[config.mk]
export PLATFORM = sky130hd
export DESIGN_NAME = al_cmd_sched
export DESIGN_NICKNAME = d
export VERILOG_FILES = /design/src/rtl/al_sched_pkg.sv /design/src/rtl/al_sched_ctrl.sv /design/src/rtl/al_sched_dp.sv /design/src/rtl/al_cmd_sched.sv
export SDC_FILE = /design/constraint.sdc
export NUM_CORES = 1
export LEC_CHECK = 0
export BUFFER_PORTS_ARGS = -buffer_cell sky130_fd_sc_hd__buf_2
export CAP_MARGIN = 20
export CORE_UTILIZATION = 65
export CTS_CLUSTER_SIZE = 20
export DETAILED_ROUTE_END_ITERATION = 6
export GPL_TIMING_DRIVEN = 1
export HOLD_SLACK_MARGIN = 0.1
export PLACE_DENSITY = 0.85
export SLEW_MARGIN = 20
export SYNTH_ARGS = -nofsm -noshare
export SYNTH_HDL_FRONTEND = slang
export SYNTH_SLANG_ARGS = --single-unit
[constraint.sdc]
create_clock -name clk -period 6.8 [get_ports clk]
set_input_delay 0.34 -clock clk [delete_from_list [all_inputs] [get_ports clk]]
set_output_delay 0.34 -clock clk [all_outputs]
set_load 0.005 [all_outputs]
[src/rtl/al_sched_pkg.sv]
package al_sched_pkg;

  typedef enum logic [1:0] {
    CMD_NOP = 2'd0,
    CMD_ACT = 2'd1,
    CMD_RD  = 2'd2,
    CMD_WR  = 2'd3
  } cmd_e;

  // strobes from control to datapath
  typedef struct packed {
    logic actFire;   // request accepted: issue ACTIVATE, latch request
    logic colFire;   // issue the latched column command, book its window
  } strobe_t;

endpackage

[src/rtl/al_sched_ctrl.sv]
module al_sched_ctrl
  import al_sched_pkg::*;
#(
  parameter int ACT_GAP = 2
) (
  input  logic    clk,
  input  logic    rstN,
  input  logic    reqValid,
  input  logic    winFree,
  output logic    reqReady,
  output strobe_t strobe
);

  localparam int GAP_W = $clog2(ACT_GAP + 1);
  localparam logic [GAP_W-1:0] GAP_LOAD = GAP_W'(ACT_GAP - 1);

  logic             colPending;
  logic [GAP_W-1:0] gapCnt;

  assign reqReady       = !colPending && (gapCnt == '0) && winFree;
  assign strobe.actFire = reqValid && reqReady;
  assign strobe.colFire = colPending;

  always_ff @(posedge clk) begin
    if (!rstN) begin
      colPending <= 1'b0;
      gapCnt     <= '0;
    end else begin
      colPending <= strobe.actFire;
      if (strobe.actFire) begin
        gapCnt <= GAP_LOAD;
      end else if (gapCnt != '0) begin
        gapCnt <= gapCnt - 1'b1;
      end
    end
  end

  // the column slot after an ACTIVATE is never given to a new request
  AST_READY_LOW_ON_COL: assert property (@(posedge clk) disable iff (!rstN)
    strobe.actFire |=> !reqReady);

endmodule

[src/rtl/al_sched_dp.sv]
module al_sched_dp
  import al_sched_pkg::*;
#(
  parameter int BANK_W = 3,
  parameter int AL_W   = 3,
  parameter int CL_W   = 3
) (
  input  logic              clk,
  input  logic              rstN,
  input  logic [AL_W-1:0]   cfgAl,
  input  logic [CL_W-1:0]   cfgCl,
  input  logic              cfgBurst8,
  input  logic              reqWrite,
  input  logic [BANK_W-1:0] reqBank,
  input  strobe_t           strobe,
  output logic              winFree,
  output logic [1:0]        cmdCode,
  output logic [BANK_W-1:0] cmdBank,
  output logic              rdWindow,
  output logic              wrWindow
);

  // timeline long enough for the largest latency plus a burst of 8
  localparam int TL_DEPTH = (1 << AL_W) + (1 << CL_W) + 4;
  localparam int LAT_W    = $clog2(TL_DEPTH) + 1;

  logic [LAT_W-1:0]    readLat, burstLen;
  logic [LAT_W-1:0]    reqLat, reqEnd, pendLat, pendEnd;
  logic [TL_DEPTH-1:0] reqMask, pendMask, rdTl, wrTl, occAhead;
  logic                pendWrite;
  cmd_e                cmdQ;

  assign readLat  = LAT_W'(cfgAl) + LAT_W'(cfgCl);
  assign burstLen = cfgBurst8 ? LAT_W'(4) : LAT_W'(2);
  assign reqLat   = reqWrite  ? readLat - 1'b1 : readLat;
  assign reqEnd   = reqLat + burstLen;
  assign pendLat  = pendWrite ? readLat - 1'b1 : readLat;
  assign pendEnd  = pendLat + burstLen;

  // bit p of a mask = data bus busy p cycles after the column cycle
  for (genvar i = 0; i < TL_DEPTH; i++) begin : g_mask
    assign reqMask[i]  = (LAT_W'(i) >= reqLat)  && (LAT_W'(i) < reqEnd);
    assign pendMask[i] = (LAT_W'(i) >= pendLat) && (LAT_W'(i) < pendEnd);
  end

  // booked occupancy as it will look at the future column cycle (two shifts on)
  assign occAhead = (rdTl | wrTl) >> 2;
  assign winFree  = ~|(reqMask & occAhead);

  always_ff @(posedge clk) begin
    if (!rstN) begin
      cmdQ      <= CMD_NOP;
      cmdBank   <= '0;
      pendWrite <= 1'b0;
      rdTl      <= '0;
      wrTl      <= '0;
    end else begin
      if (strobe.actFire) begin
        cmdQ      <= CMD_ACT;
        cmdBank   <= reqBank;
        pendWrite <= reqWrite;
      end else if (strobe.colFire) begin
        cmdQ <= pendWrite ? CMD_WR : CMD_RD;
      end else begin
        cmdQ <= CMD_NOP;
      end
      if (strobe.colFire && !pendWrite) begin
        rdTl <= (rdTl >> 1) | pendMask;
      end else begin
        rdTl <= rdTl >> 1;
      end
      if (strobe.colFire && pendWrite) begin
        wrTl <= (wrTl >> 1) | pendMask;
      end else begin
        wrTl <= wrTl >> 1;
      end
    end
  end

  assign cmdCode  = cmdQ;
  assign rdWindow = rdTl[0];
  assign wrWindow = wrTl[0];

  AST_COL_FOLLOWS_ACT: assert property (@(posedge clk) disable iff (!rstN)
    (cmdQ == CMD_ACT) |=> ((cmdQ == CMD_RD) || (cmdQ == CMD_WR)) && $stable(cmdBank));
  AST_COL_HAS_ACT: assert property (@(posedge clk) disable iff (!rstN)
    ((cmdQ == CMD_RD) || (cmdQ == CMD_WR)) |-> ($past(cmdQ) == CMD_ACT));
  AST_ACT_SPACING: assert property (@(posedge clk) disable iff (!rstN)
    (cmdQ == CMD_ACT) |=> (cmdQ != CMD_ACT));
  AST_WIN_EXCLUSIVE: assert property (@(posedge clk) disable iff (!rstN)
    !(rdWindow && wrWindow));
  AST_CFG_RANGE: assert property (@(posedge clk) disable iff (!rstN)
    (cfgAl <= AL_W'(4)) && (cfgCl >= CL_W'(3)) && (cfgCl <= CL_W'(6)));

endmodule

[src/rtl/al_cmd_sched.sv]
module al_cmd_sched
  import al_sched_pkg::*;
#(
  parameter int BANK_W  = 3,
  parameter int AL_W    = 3,
  parameter int CL_W    = 3,
  parameter int ACT_GAP = 2
) (
  input  logic              clk,
  input  logic              rstN,
  input  logic [AL_W-1:0]   cfgAl,
  input  logic [CL_W-1:0]   cfgCl,
  input  logic              cfgBurst8,
  input  logic              reqValid,
  input  logic              reqWrite,
  input  logic [BANK_W-1:0] reqBank,
  output logic              reqReady,
  output logic [1:0]        cmdCode,
  output logic [BANK_W-1:0] cmdBank,
  output logic              rdWindow,
  output logic              wrWindow
);

  strobe_t strobe;
  logic    winFree;

  al_sched_ctrl #(.ACT_GAP(ACT_GAP)) i_ctrl (
    .clk      (clk),
    .rstN     (rstN),
    .reqValid (reqValid),
    .winFree  (winFree),
    .reqReady (reqReady),
    .strobe   (strobe)
  );

  al_sched_dp #(.BANK_W(BANK_W), .AL_W(AL_W), .CL_W(CL_W)) i_dp (
    .clk       (clk),
    .rstN      (rstN),
    .cfgAl     (cfgAl),
    .cfgCl     (cfgCl),
    .cfgBurst8 (cfgBurst8),
    .reqWrite  (reqWrite),
    .reqBank   (reqBank),
    .strobe    (strobe),
    .winFree   (winFree),
    .cmdCode   (cmdCode),
    .cmdBank   (cmdBank),
    .rdWindow  (rdWindow),
    .wrWindow  (wrWindow)
  );

endmodule

==> run summary <==
Post-CTS resize count -> 0
DR WL/cell -> 17.6 um
DRC -> 0
Final setup TNS -> 0 ns
Switch share -> 39.6%
Final WS setup -> 2.10 ns
Reg-to-reg slack, setup -> 3.18 ns
Max_slew headroom -> 43.6%
Root Driver -> clkbuf_8
Status -> finished, final reports clean
Power Density -> 301 mW/mm^2
Worst r2r src -> i_dp.pendWrite
VDD IR max -> 0.000233 V
# nets final -> 420
I/O pin count -> 22
Clock sinks -> 49
Max cap viols -> 0
Drt pass-1 iters -> 6
First-pass GRT wire length -> 13300 um
Asr flop ratio synth -> 0%
Crit Path Category -> input port to primary output
Min Tclk post-route -> 4.70 ns
Area Overhead vs Synth -> 4.71%
Detailed placer's ending HPWL -> 6110 um
Clock power frac -> 20.8%
FP Rows -> 25
Fin area -> 0.00337 sq mm
Placed Instance Area -> 0.00325 sq mm
Wirelength, routed -> 8110 um
Pin count of the biggest net entering global routing -> 53
CP Launch Type -> input port
Hold_buf cts -> 0
Leak -> 1.35 nW
Clock-pin slew on the worst setup and hold paths -> 0.08 ns
Port buffer count -> 21
Dpl ws -> 1.84 ns
Vias -> 2970
Mapped Area -> 0.00322 sq mm
Synth cell types -> 72
DRT iter0 DRCs -> 311
Worst skew pair latency -> 0.31 ns
Unrepaired setup endpoints after global routing -> false
Post-Syn Instances -> 387
Synthesis Warnings -> 0
Total CTS buffers -> 5
H-tree depth -> 2
Initial antenna violation count -> 0
Pins over their slew limit -> 0
Top cells by area, synth -> dfxtp_1 (31%), nand2_1 (7.0%), o21ai_0 (5.6%)
Register area share after synthesis -> 30.5%
Final hold violation count -> 0
Cell taking the most area after synthesis -> dfxtp_1
Vias in the first global route -> 2700
CTS max path bufs -> 2
CTS tree -> built
Layout cells sized above 1 -> 13.7%
Worst-Margin Slew -> 0.847 ns
FF+latch count, synth -> 49
Arr. time, crit path -> 4.36 ns
Vias per cell -> 6.43
FF-to-FF End -> i_dp.rdTl[8]
Hold Crit Start -> reqBank[1]
Internal power -> 0.612 mW
Core footprint -> 0.00475 sq mm
Req. time, crit path -> 6.46 ns
Total grt overflow -> 0
Main flop type after synthesis -> dfxtp_1
Total Routing Usage GR -> 33.5%
Post-synth net total -> 413
Reg2Reg Depth -> 11
N_diodes -> 0
Mapped Avg Cell Area -> 8.31 sq um
Post-route ant nets -> 0
Hold EP -> i_dp.cmdBank[1]
Number of flops mapped to enable cells by yosys -> 0
Die extent in y -> 72.3 um
Die width -> 72.3 um
Setup crit start -> cfgAl[0]
Setup bufs post-CTS -> 0
Worst min path class -> input port to register
Hold Path Depth -> 3
CP endpoint kind -> primary output
Fmax -> 213 MHz
Skew final -> 0.00505 ns
Sequential power share -> 33.7%
Final setup viols -> 0
Net Sw Power -> 0.401 mW
Crit-path max FO -> 11
Final period util -> 69.1%
Comb pwr share -> 45.5%
Die area -> 0.00523 sq mm
GP Congestion -> 0.935
Initial cell density of the core -> 67.6%
Post-synth top area share -> 30.5%
==> worst max path at each step <==
stage | slack (ns) | cells after the start | to
2_1_floorplan | 2.43 | 17 | i_dp.cmdBank[0]
3_3_place_gp | 2.00 | 16 | i_dp.cmdBank[2]
3_5_place_dp | 1.84 | 16 | i_dp.cmdBank[0]
4_1_cts | 2.10 | 16 | reqReady
5_1_grt | 1.87 | 16 | reqReady
6_report | 2.10 | 16 | reqReady
==> cell type report <==
| cell class | instances | area [sq um] |
|---|---|---|
| multi-input cells | 299 | 2010 |
| fillers | 391 | 1390 |
| flip-flops and latches | 49 | 981 |
| repair buffers | 21 | 105 |
| clock buffers | 7 | 86.3 |
| well taps | 67 | 83.8 |
| inverters | 18 | 67.6 |
| clock inverters | 1 | 30.0 |
==> state kept, by name (all words and copies together) (netlist names) <==
signal	count
i_dp.pendWrite	1
i_dp.cmdBank	3
i_ctrl.colPending	1
i_dp.rdTl	20
i_ctrl.gapCnt	2
i_dp.wrTl	20
i_dp.cmdCode	2
==> logic make-up after synthesis <==
group | share of synthesized area [%]
simple gates | 21.9
fa+ha+maj | 5.37
mux | 2.80
compound gates | 27.7
xor+xnor | 4.79
buf+inv | 6.89
flops | 30.5
==> power by group through the flow <==
stage	registers, mW	clock network (mW)	logic, mW
after global routing	0.344	0.224	0.504
after floorplan	0.338	0	0.364
final	0.341	0.211	0.461
after global placement	0.346	0	0.441
after CTS	0.341	0.212	0.451
after detailed placement	0.347	0	0.450
==> synthesized netlist by cell type (6+ instances only) <==
cell type,n
nand2_1,60
dfxtp_1,49
o21ai_0,36
nor2_1,31
inv_1,18
a22o_1,13
clkbuf_1,10
ha_1,9
nand3_1,9
nor3_1,9
a21oi_1,8
a31oi_1,7
nand2b_1,7
and2_1,6
==> metal layers <==
metal | up-vias | GRT usage, % | wire length (um)
met3 | 35 | 6.67 | 711
met5 | - | 0 | 0
met4 | 0 | 15.7 | 346
met1 | 1364 | 44.0 | 3400
met2 | 156 | 53.0 | 3650
li1 | 1415 | - | -
==> critical path, stage by stage <==
cell and delay, ns:
buf_2 0.08, ha_1 0.16, inv_1 0.06, fa_1 0.65, ha_1 0.44, nand2_1 0.17
xnor2_2 0.32, fa_1 0.62, nor2_1 0.19, nand2_1 0.08, or3_1 0.31, and3_1 0.18
o32ai_2 0.27, o211ai_2 0.16, nor3_1 0.18, buf_2 0.13
==> through the flow <==
step / hold slack [ns] / total power [mW] / std cells / utilization (%)
after detailed placement: 0.433 / 0.797 / 454 / 68.4
after floorplan: 0.407 / 0.702 / 387 / -
after CTS: 0.273 / 1.00 / 462 / 70.8
final: 0.275 / 1.01 / 462 / 70.8
after global routing: 0.275 / 1.07 / 462 / 70.8
after global placement: 0.429 / 0.786 / 454 / 68.4
==> cell usage in the layout (no fill, tap or decap), drive strengths merged, types with 5 or more instances in the layout <==
| cell | instances |
|---|---|
| nor2 | 31 |
| nand2b | 7 |
| mux2i | 6 |
| clkbuf | 7 |
| or3 | 5 |
| a22o | 13 |
| nand2 | 61 |
| a31oi | 7 |
| ha | 9 |
| nand3 | 9 |
| o21ai | 42 |
| nor3 | 10 |
| dfxtp | 49 |
| and2 | 6 |
| inv | 18 |
| a21oi | 9 |
| buf | 21 |
| xnor2 | 8 |
| and3 | 5 |
| o211ai | 6 |
Note: power is estimated with default switching activity, not from simulation.
